**config.mk**
```make
export PLATFORM = sky130hd
export DESIGN_NAME = pcnt_timer
export DESIGN_NICKNAME = d
export VERILOG_FILES = /design/src/rtl/pcnt_pkg.sv /design/src/rtl/pcnt_edge_sync.sv /design/src/rtl/pcnt_prescaler.sv /design/src/rtl/pcnt_core.sv /design/src/rtl/pcnt_timer.sv
export SDC_FILE = /design/constraint.sdc
export NUM_CORES = 1
export LEC_CHECK = 0
export ABC_AREA = 1
export ABC_CLOCK_PERIOD_IN_PS = 2700
export BUFFER_PORTS_ARGS = -buffer_cell sky130_fd_sc_hd__buf_4
export CAP_MARGIN = 20
export CORE_AREA = 3 3 59 61
export CTS_CLUSTER_SIZE = 24
export DETAILED_ROUTE_END_ITERATION = 6
export DIE_AREA = 0 0 62 64
export PLACE_DENSITY = 0.66
export SLEW_MARGIN = 20
export SYNTH_ARGS = -nofsm -noshare
export SYNTH_HDL_FRONTEND = slang
export SYNTH_HIERARCHICAL = 1
export SYNTH_SLANG_ARGS = --single-unit
```
**constraint.sdc**
```tcl
create_clock -name clk -period 2.7 [get_ports clk]
set_clock_uncertainty 0.1 [all_clocks]
set_input_delay 0.405 -clock clk [delete_from_list [all_inputs] [get_ports clk]]
set_output_delay 0.405 -clock clk [all_outputs]
set_load 0.02 [all_outputs]
```
**src/rtl/pcnt_pkg.sv**
```systemverilog
package pcnt_pkg;
  // Mask of (sel+1) low ones; the prescaler fires when these bits are all set.
  function automatic logic [31:0] tap_mask(input logic [4:0] sel);
    return (32'd2 << sel) - 32'd1;
  endfunction
endpackage

```
**src/rtl/pcnt_edge_sync.sv**
```systemverilog
module pcnt_edge_sync #(
  parameter int STAGES = 2
) (
  input  logic clk,
  input  logic rst,
  input  logic cyc_en,
  input  logic ext_in,
  input  logic sel_fall,
  output logic edge_evt
);
  logic [STAGES-1:0] sh;
  logic newer, older;

  always_ff @(posedge clk) begin
    if (rst) sh <= '0;
    else if (cyc_en) sh <= {sh[STAGES-2:0], ext_in};
  end

  assign newer = sh[STAGES-2];
  assign older = sh[STAGES-1];
  assign edge_evt = cyc_en && (sel_fall ? (older && !newer) : (!older && newer));

  AST_ONE_PULSE: assert property (@(posedge clk) disable iff (rst)
    edge_evt |=> (!edge_evt || !$stable(sel_fall)));
endmodule

```
**src/rtl/pcnt_prescaler.sv**
```systemverilog
module pcnt_prescaler
  import pcnt_pkg::*;
#(
  parameter int PRE_W = 8,
  parameter int PS_W  = 3
) (
  input  logic            clk,
  input  logic            rst,
  input  logic            clr,
  input  logic            tick_in,
  input  logic [PS_W-1:0] ratio,
  output logic            tick_out
);
  localparam int SEL_W = 5;
  logic [PRE_W-1:0] pre_cnt;
  logic [PRE_W-1:0] mask;
  logic [31:0]      wide_mask;

  always_comb begin
    wide_mask = tap_mask(SEL_W'(ratio));
    mask      = wide_mask[PRE_W-1:0];
  end

  assign tick_out = tick_in && ((pre_cnt & mask) == mask);

  always_ff @(posedge clk) begin
    if (rst || clr) pre_cnt <= '0;
    else if (tick_in) pre_cnt <= pre_cnt + 1'b1;
  end

  AST_PRE_CLEAR: assert property (@(posedge clk) disable iff (rst)
    clr |=> (pre_cnt == '0));
endmodule

```
**src/rtl/pcnt_core.sv**
```systemverilog
module pcnt_core #(
  parameter int CNT_W   = 8,
  parameter int INH_CYC = 2
) (
  input  logic             clk,
  input  logic             rst,
  input  logic             cyc_en,
  input  logic             adv_tick,
  input  logic             wr_en,
  input  logic [CNT_W-1:0] wr_data,
  input  logic             flag_clr,
  output logic [CNT_W-1:0] count,
  output logic             irq_flag,
  output logic             inhibit
);
  localparam int INH_W = $clog2(INH_CYC + 1);
  logic [INH_W-1:0] inh;
  logic             wrap;

  assign inhibit = (inh != '0);
  assign wrap    = adv_tick && !wr_en && (count == {CNT_W{1'b1}});

  always_ff @(posedge clk) begin
    if (rst) inh <= '0;
    else if (wr_en) inh <= INH_W'(INH_CYC);
    else if (cyc_en && inh != '0) inh <= inh - INH_W'(1);
  end

  always_ff @(posedge clk) begin
    if (rst) count <= '0;
    else if (wr_en) count <= wr_data;
    else if (adv_tick) count <= count + 1'b1;
  end

  always_ff @(posedge clk) begin
    if (rst) irq_flag <= 1'b0;
    else irq_flag <= wrap || (irq_flag && !flag_clr);
  end

  AST_WRITE_LOADS: assert property (@(posedge clk) disable iff (rst)
    wr_en |=> (count == $past(wr_data)));
  AST_INHIBIT_HOLD: assert property (@(posedge clk) disable iff (rst)
    (inhibit && !wr_en) |=> (count == $past(count)));
  AST_WRAP_FLAG: assert property (@(posedge clk) disable iff (rst)
    (adv_tick && !wr_en && count == {CNT_W{1'b1}}) |=> (irq_flag && count == '0));
  AST_FLAG_STICKY: assert property (@(posedge clk) disable iff (rst)
    (irq_flag && !flag_clr) |=> irq_flag);
endmodule

```
**src/rtl/pcnt_timer.sv**
```systemverilog
module pcnt_timer #(
  parameter int CNT_W   = 8,
  parameter int PRE_W   = 8,
  parameter int PS_W    = 3,
  parameter int SYNC_N  = 2,
  parameter int INH_CYC = 2
) (
  input  logic             clk,
  input  logic             rst,
  input  logic             cyc_en,
  input  logic             ext_clk,
  input  logic             src_ext,
  input  logic             edge_fall,
  input  logic             pre_bypass,
  input  logic [PS_W-1:0]  pre_ratio,
  input  logic             wr_en,
  input  logic [CNT_W-1:0] wr_data,
  input  logic             flag_clr,
  output logic [CNT_W-1:0] count_q,
  output logic             irq_flag
);
  logic ext_evt, src_tick, pre_tick, adv_tick, inhibit;

  pcnt_edge_sync #(.STAGES(SYNC_N)) u_sync (
    .clk(clk), .rst(rst), .cyc_en(cyc_en), .ext_in(ext_clk),
    .sel_fall(edge_fall), .edge_evt(ext_evt)
  );

  // Hold-off and a pending write gate the source ahead of the prescaler.
  assign src_tick = (src_ext ? ext_evt : cyc_en) && !inhibit && !wr_en;

  pcnt_prescaler #(.PRE_W(PRE_W), .PS_W(PS_W)) u_pre (
    .clk(clk), .rst(rst), .clr(wr_en && !pre_bypass),
    .tick_in(src_tick && !pre_bypass), .ratio(pre_ratio), .tick_out(pre_tick)
  );

  assign adv_tick = pre_bypass ? src_tick : pre_tick;

  pcnt_core #(.CNT_W(CNT_W), .INH_CYC(INH_CYC)) u_core (
    .clk(clk), .rst(rst), .cyc_en(cyc_en), .adv_tick(adv_tick),
    .wr_en(wr_en), .wr_data(wr_data), .flag_clr(flag_clr),
    .count(count_q), .irq_flag(irq_flag), .inhibit(inhibit)
  );

  AST_ADV_ON_TICK: assert property (@(posedge clk) disable iff (rst)
    (!cyc_en && !wr_en) |=> (count_q == $past(count_q)));
endmodule

```
Yosys cells after proc, flatten, opt, wreduce, memory -nomap -nowiden
Index checks and enable logic that the tools add are counted.

operators by class
  add/sub/neg operators = 4
  equality and inequality tests = 2
  shift operators = 1
  mux-type cells = 7
  bitwise operators = 1
  reductions and logical operators = 24

operators with widths
  cell                                                                number
  8-bit by 1-bit adder with 8-bit output, second input constant       2
  8-bit two-way mux                                                   2
  1-bit logical AND                                                   12
  8-bit bitwise AND                                                   1
  8-bit equality test                                                 1
  8-bit equality test, second input constant                          1
  2-bit by 3-bit << shifter with 8-bit output, first input constant   1
  8-bit by 1-bit subtractor with 8-bit output, second input constant  1
  1-bit logical NOT                                                   6
  2-bit nonzero test                                                  3
  2-bit two-way mux                                                   2
  1-bit two-way mux                                                   3
  1-bit logical OR                                                    2
  2-bit OR reduction                                                  1
  2-bit by 1-bit subtractor with 2-bit output, second input constant  1

storage, ports and cells
  register bits after elaboration = 21
  input bits = 20
  output and inout port bits = 9
  logic and storage cells = 45

Longest topological paths before layout
Gate-level depths: netlist of the first run.

  word-level depth = 13
  mapped depth = 21
  gate-level depth less buffers = 21

Hierarchy
The synthesis of the first run kept the hierarchy.

modules (own cells, without submodules)
  module          times used  cells an instance  area each (um2)  sequential area each (um2)
  pcnt_core       1           91                 653.1            220.2
  pcnt_prescaler  1           86                 539.3            160.2
  pcnt_edge_sync  1           17                 98.8             40.0
  pcnt_timer      1           14                 58.8             0.0

Worst setup path after synthesis of the first run
OpenSTA, ideal clock, no wires.

  kind = input-to-reg
  start point = input edge_fall
  end point = register u_core.count[7]
  setup time = 0.109 ns
  arrival = 2.006 ns
  data required time = 2.491 ns
  path slack = 0.485 ns
  stages on the path = 20
  buffers on the path = 0
  cells stage by stage = inv_1 nand2_1 nand2_1 nand2_1 nor2_1 inv_1 nand2_1 nand3_1 nor2_1 nand2_1 nor2_1 nand2_1 nor2_1 nand2_1 nand2_1 nor2_4 a22oi_1 nand3_1 nand2_1 inv_1

between the ends
  cells in the longest elaborated chain, start to end = 9

ends and longest elaborated chain
  what                             line                  source
  start: declaration               pcnt_timer.sv:13      input logic edge_fall,
  1-bit two-way mux                pcnt_edge_sync.sv:21  assign edge_evt = cyc_en && (sel_fall ? (older && !newer) : (!older && newer));
  1-bit logical AND                pcnt_edge_sync.sv:21
  named net ext_evt                pcnt_timer.sv:22      logic ext_evt, src_tick, pre_tick, adv_tick, inhibit;
  1-bit two-way mux                pcnt_timer.sv:30      assign src_tick = (src_ext ? ext_evt : cyc_en) && !inhibit && !wr_en;
  1-bit logical AND (2 in series)  pcnt_timer.sv:30
  1-bit logical AND                pcnt_timer.sv:34      .tick_in(src_tick && !pre_bypass), .ratio(pre_ratio), .tick_out(pre_tick)
  1-bit logical AND                pcnt_prescaler.sv:24  assign tick_out = tick_in && ((pre_cnt & mask) == mask);
  named net pre_tick               pcnt_timer.sv:22
  1-bit two-way mux                pcnt_timer.sv:37      assign adv_tick = pre_bypass ? src_tick : pre_tick;
  named net adv_tick               pcnt_timer.sv:22
  2-bit nonzero test (no line)     -
  end signal: assignment           pcnt_core.sv:31       else if (wr_en) count <= wr_data;
  end signal: assignment           pcnt_core.sv:32       else if (adv_tick) count <= count + 1'b1;
  end: declaration                 pcnt_core.sv:12       output logic [CNT_W-1:0] count,

The timed path passes the listed nets, and every way through them passes these cells.
A chain may end at the register's enable or synchronous reset.

Worst setup path in the final report of the first run
  start point = register u_sync.sh[0]
  end point = register u_core.count[7]

between the ends
  cells in the longest elaborated chain, start to end = 11
  elaborated cells on any way between the ends = 12
  those cells by class = 3 x mux; 9 x reduce/logical

ends and longest elaborated chain
  what                                 line                  source
  start: declaration                   pcnt_edge_sync.sv:11  logic [STAGES-1:0] sh;
  start signal: assignment             pcnt_edge_sync.sv:16  else if (cyc_en) sh <= {sh[STAGES-2:0], ext_in};
  1-bit logical NOT                    pcnt_edge_sync.sv:21
  1-bit logical AND                    pcnt_edge_sync.sv:21
  1-bit two-way mux (*)                pcnt_edge_sync.sv:21
  1-bit logical AND (*)                pcnt_edge_sync.sv:21
  named net ext_evt                    pcnt_timer.sv:22
  1-bit two-way mux (*)                pcnt_timer.sv:30
  1-bit logical AND (*) (2 in series)  pcnt_timer.sv:30
  1-bit logical AND (*)                pcnt_timer.sv:34
  1-bit logical AND (*)                pcnt_prescaler.sv:24
  named net pre_tick                   pcnt_timer.sv:22
  1-bit two-way mux (*)                pcnt_timer.sv:37
  named net adv_tick                   pcnt_timer.sv:22
  2-bit nonzero test (no line) (*)     -

The timed path passes the listed nets; every way through them passes the cells marked *.

==> results.json, run 1 <==
{
  "outcome": "complete, no violations",
  "post-dp-hpwl_um": 2300,
  "yosysSeqAreaShare_pct": 31.1,
  "ctsResizeCount": 0,
  "vias_per_cell": 4.78,
  "fmax_mhz": 454,
  "port_buffers": 28,
  "synth_cell_types": 26,
  "root_buffer": "clkbuf_4",
  "ys_warn_count": 6,
  "cp_common_cell": "nand2_1",
  "critPathMaxFanout": 7,
  "worst_slew_pin_slew_ns": 0.268,
  "cts_num_sinks": 21,
  "path_class": "reg -> reg",
  "diodes": 0,
  "worstPathRequired_ns": 2.82,
  "setup_viol": 0,
  "fin_crit_ns": 2.20,
  "slew-limit-headroom_pct": 82.1,
  "vias": 1357,
  "hold_buffers": 0,
  "grt_pass1_vias": 1147,
  "ys_ff_latch": 21,
  "synth_edf_count": 0,
  "power.leakage_uw": 0.000760,
  "synth_ff_type": "dfxtp_1",
  "power_uw": 611,
  "cp-start-kind": "flip-flop",
  "vdd_ir_drop_max_v": 0.000311,
  "clk_latency_ns": 0.30,
  "routedWlPerCell_um": 10.4,
  "drt_first_pass_iters": 4,
  "cts_tree": "done",
  "end_kind": "flip-flop",
  "post-route-cell-area_um2": 1640,
  "crit_path_top_delay_cell": "dfxtp_1",
  "critPathBufInv": 2,
  "postCtsSetupBuffers": 0,
  "placed_area_um2": 1610,
  "maxSlewViolCount": 0,
  "numCtsBuffers": 3,
  "tns_ns": 0,
  "start_util_pct": 44.6,
  "ant_nets": 0,
  "synth_area_um2": 1350,
  "clk_pin_slew_ns": 0.12,
  "die_h_um": 64,
  "row_count": 20,
  "grt_max_degree": 13,
  "netlist_instances": 208,
  "antenna_found_initial": 0,
  "slowest_delay_ns": 0.40,
  "grt_pass1_wl_um": 4750,
  "p_per_area_nw_per_um2": 373,
  "cp_top_family": "simple AND/OR/NAND/NOR gates",
  "grt.total_usage_pct": 15.4,
  "grt_overflow": 0,
  "cp_cell_sequence": "nand2_1 > nand2_1 > nand2_1 > nor2_1 > inv_1 > nand2_1 > nand3_1 > nor2_1 > nand2_1 > nor2_1 > nand2_1 > nor2_1 > nand2_1 > nand2_1 > nor2_4 > a22oi_1 > nand3_1 > nand2_1 > inv_1",
  "cts_buffer_depth": 2,
  "fin_nets": 265,
  "hold_class": "in -> reg",
  "die-area_um2": 3970,
  "rsz0062_at_grt": "no",
  "fin_crit_sh_pct": 81.6,
  "die_x_um": 62,
  "avgSynthCellArea_um2": 6.49,
  "drv_cap": 0,
  "async_reset_ff_share_pct": 0,
  "htreeDepth": 1,
  "wl_um": 2950,
  "design.core.area_um2": 3030,
  "initialDrtViolationCount": 47,
  "layout-drive-gt1-share_pct": 21.3,
  "io_pins": 29,
  "hold_violations": 0,
  "final_common_cell": "nand2_1",
  "critPathArrivalTime_ns": 2.32,
  "synth_nets": 232,
  "place_congestion": 0.833,
  "area_growth_pct": 21.4,
  "final_cell_mix": "51 x nand2_1, 35 x inv_1, 29 x buf_4",
  "drcViolationCount": 0
}
[cell usage after synthesis, types with 3 or more instances]
cell type | count | area [um2]
inv_1 | 35 | 131
a21oi_1 | 18 | 90.1
a22oi_1 | 7 | 52.6
o21ai_1 | 3 | 15.0
nand4_1 | 3 | 18.8
nand3_1 | 20 | 100
nand2_2 | 3 | 18.8
nor2_4 | 4 | 45.0
nor2_2 | 5 | 31.3
ha_1 | 4 | 50.1
dfxtp_1 | 21 | 420
nor3_1 | 3 | 15.0
nand2_1 | 51 | 191
nor2_1 | 15 | 56.3
o21ai_0 | 4 | 20.0
[stage by stage]
stage	instances	hold slack [ns]	worst slack (ns)	util [%]
after global routing	284	0.224	0.133	54.1
after global placement	280	0.356	0.360	53.2
after floorplan	208	0.333	0.485	-
final	284	0.238	0.497	54.1
after CTS	284	0.224	0.467	54.1
after detailed placement	280	0.357	0.313	53.2
[registers in the layout (all words and copies together) (netlist names)]
name and cells:
u_core/irq_flag 1, u_pre/pre_cnt 8, u_core/count 8, u_core/inh 2, u_sync/sh 2
[cell type report]
type / count / area [um2]
clock buffer: 3 / 22.5
clock inverter: 1 / 5.00
fill: 318 / 1390
inverter: 38 / 145
multi-input combinational: 148 / 773
sequential: 21 / 420
tap: 44 / 55.1
timing repair buffer: 29 / 218
[worst paths after layout]
kind,depth (start not counted),startpoint,to,slack [ns]
setup / recovery,19,u_sync/sh[0],u_core/count[7],0.50
hold / removal,4,flag_clr,u_core/irq_flag,0.24
setup reg to reg,19,u_sync/sh[0],u_core/count[7],0.50
hold reg to reg,2,u_core/irq_flag,u_core/irq_flag,0.37
[power breakdown]
| group | total (uW) | internal [uW] | switching, uW | leakage (uW) |
|---|---|---|---|---|
| Sequential | 334 | 321 | 13.0 | 0.000171 |
| Combinational | 124 | 55.2 | 69.2 | 0.000571 |
| Clock | 152 | 55.2 | 97.3 | 0.0000177 |
| Total | 611 | 431 | 180 | 0.000760 |
[cell families after synthesis]
logic type | after synthesis | synth area share, %
AO/OA/AOI/OAI | 38 | 16.8
XOR/XNOR | 1 | 0.649
adder cells (fa/ha/maj) | 4 | 3.71
buffers and inverters | 39 | 11.6
flip-flops | 21 | 31.1
AND/OR/NAND/NOR | 105 | 36.1
[per-layer routing]
metal,track usage (%),part of all wire [%]
met5,0,0
met3,4.65,4.2
met2,22.8,46
met4,5.31,1.9
met1,20.7,48
[tightest hold or removal path, delay by kind of cell]
family	cells	cell delay [ns]
compound gates	1	0.05
simple gates	1	0.04
buf+inv	2	0.11
Note: power is estimated with default switching activity, not from simulation.
==> run 2: changes to the inputs <==
Settings changed: ABC_CLOCK_PERIOD_IN_PS 2700 to 2250.
Clock period 2.7 ns to 2.25 ns, I/O delays scaled along.
==> results.json, run 2 (synthesized netlist as in run 1, its figures left out) <==
{
  "outcome": "complete, no violations",
  "hold_class": "in -> reg",
  "root_buffer": "clkbuf_4",
  "antenna_found_initial": 0,
  "cts_num_sinks": 21,
  "die_x_um": 62,
  "grt.total_usage_pct": 15.8,
  "vias": 1385,
  "path_class": "reg -> reg",
  "worstSetupStartpoint": "u_core/inh[0]",
  "fin_crit_sh_pct": 91.2,
  "cp_cell_sequence": "inv_2 > ha_1 > inv_1 > nor2_2 > nand3_1 > nor2_1 > nand2_1 > nor2_1 > nand2_1 > nor2_1 > nand2_1 > nand2_2 > nand2_4 > nor2_2 > nand4_1 > a21oi_2",
  "drt_first_pass_iters": 4,
  "register_area_um2": 424,
  "cts_tree": "done",
  "crit_path_top_delay_cell": "dfxtp_2",
  "cp_top_family": "simple AND/OR/NAND/NOR gates",
  "critPathBufInv": 2,
  "routedWlPerCell_um": 10.3,
  "hold_slack_ns": 0.165,
  "largestRegisters": "u_core/count: 8 flops, u_pre/pre_cnt: 8 flops",
  "layout-drive-gt1-share_pct": 26.2,
  "hp-start": "rst",
  "numCtsBuffers": 3,
  "fin_crit_ns": 2.05,
  "worstReg2RegStart": "u_core/inh[0]",
  "start_util_pct": 44.6,
  "cp-start-kind": "flip-flop",
  "fin_nets": 269,
  "hold_violations": 0,
  "worst_slew_pin_slew_ns": 0.263,
  "vdd_ir_drop_max_v": 0.000185,
  "p_per_area_nw_per_um2": 439,
  "end_kind": "flip-flop",
  "drcViolationCount": 0,
  "post-route-util_pct": 56.0,
  "clk_pin_slew_ns": 0.13,
  "clk_latency_ns": 0.30,
  "wl_um": 2960,
  "placed_area_um2": 1630,
  "die_h_um": 64,
  "power.leakage_uw": 0.000780,
  "grt_max_degree": 13,
  "critPathMaxFanout": 4,
  "design.core.area_um2": 3030,
  "drv_cap": 0,
  "cts_buffer_depth": 2,
  "grt_overflow": 0,
  "grt_pass1_vias": 1195,
  "maxSlewViolCount": 0,
  "port_buffers": 28,
  "post-dp-hpwl_um": 2310,
  "fmax_mhz": 487,
  "ant_nets": 0,
  "power_uw": 743,
  "slew-limit-headroom_pct": 82.4,
  "grt_pass1_wl_um": 4940,
  "initialDrtViolationCount": 82,
  "io_pins": 29,
  "final_cell_mix": "49 x nand2_1, 34 x inv_1, 33 x buf_4",
  "multi_input_area_um2": 795,
  "setup_viol": 0,
  "area_growth_pct": 25.5,
  "place_congestion": 0.852,
  "vias_per_cell": 4.81,
  "row_count": 20,
  "worstPathRequired_ns": 2.40,
  "critPathArrivalTime_ns": 2.20,
  "tns_ns": 0,
  "final_common_cell": "nand2_1",
  "htreeDepth": 1,
  "post-route-cell-area_um2": 1690,
  "nFillCells": 306,
  "slowest_delay_ns": 0.34,
  "diodes": 0,
  "die-area_um2": 3970
}
-- run 2: path summary, 6_finish.rpt --
| check | slack (ns) | to | depth (start not counted) |
|---|---|---|---|
| worst min register to register | 0.37 | u_core/inh[0] | 2 |
| worst max-delay path | 0.20 | u_core/irq_flag | 16 |
| worst min-delay path | 0.16 | u_core/irq_flag | 2 |
| worst max register to register | 0.20 | u_core/irq_flag | 16 |
-- run 2: routing by layer --
layer | track usage, % | part of all wire, % | vias to the layer above
met1 | 20.7 | 47 | 613
met3 | 3.43 | 4.7 | 4
li1 | - | - | 742
met2 | 24.5 | 47 | 26
met4 | 6.37 | 1.3 | 0
met5 | 0 | 0 | -
-- run 2: area by class of cell --
type | instances | share of cell area (%)
multi-input cells | 148 | 46.9
flip-flops and latches | 21 | 25.0
repair buffers | 33 | 14.6
inverters | 38 | 8.57
well taps | 44 | 3.25
clock buffers | 3 | 1.33
clock inverters | 1 | 0.295
-- run 2: power breakdown --
group | total, uW | internal, uW | switching, uW
sequential | 402 | 386 | 16.4
combinational | 155 | 71.4 | 83.8
clock | 186 | 66.2 | 120
-- run 2: per-stage QoR --
stage / setup slack (ns) / cells
floorplan: 0.102 / 208
global placement: 0.0557 / 283
detailed placement: 0.00977 / 283
CTS: 0.107 / 287
global route: -0.000288 / 288
finish: 0.198 / 288
-- run 2: worst register-to-register path: stages (launching register included) --
cell	delay, ns
dfxtp_2	0.34
inv_2	0.05
ha_1	0.15
inv_1	0.06
nor2_2	0.12
nand3_1	0.09
nor2_1	0.14
nand2_1	0.09
nor2_1	0.08
nand2_1	0.05
nor2_1	0.08
nand2_1	0.07
nand2_2	0.12
nand2_4	0.09
nor2_2	0.11
nand4_1	0.11
a21oi_2	0.13
-- run 2: timing repair --
| item | in CTS | in global routing |
|---|---|---|
| setup buffers | 0 | 1 |
| hold buffers | 0 | 0 |
| setup endpoints to repair | 0 | 9 |
| resized for setup | 0 | 10 |
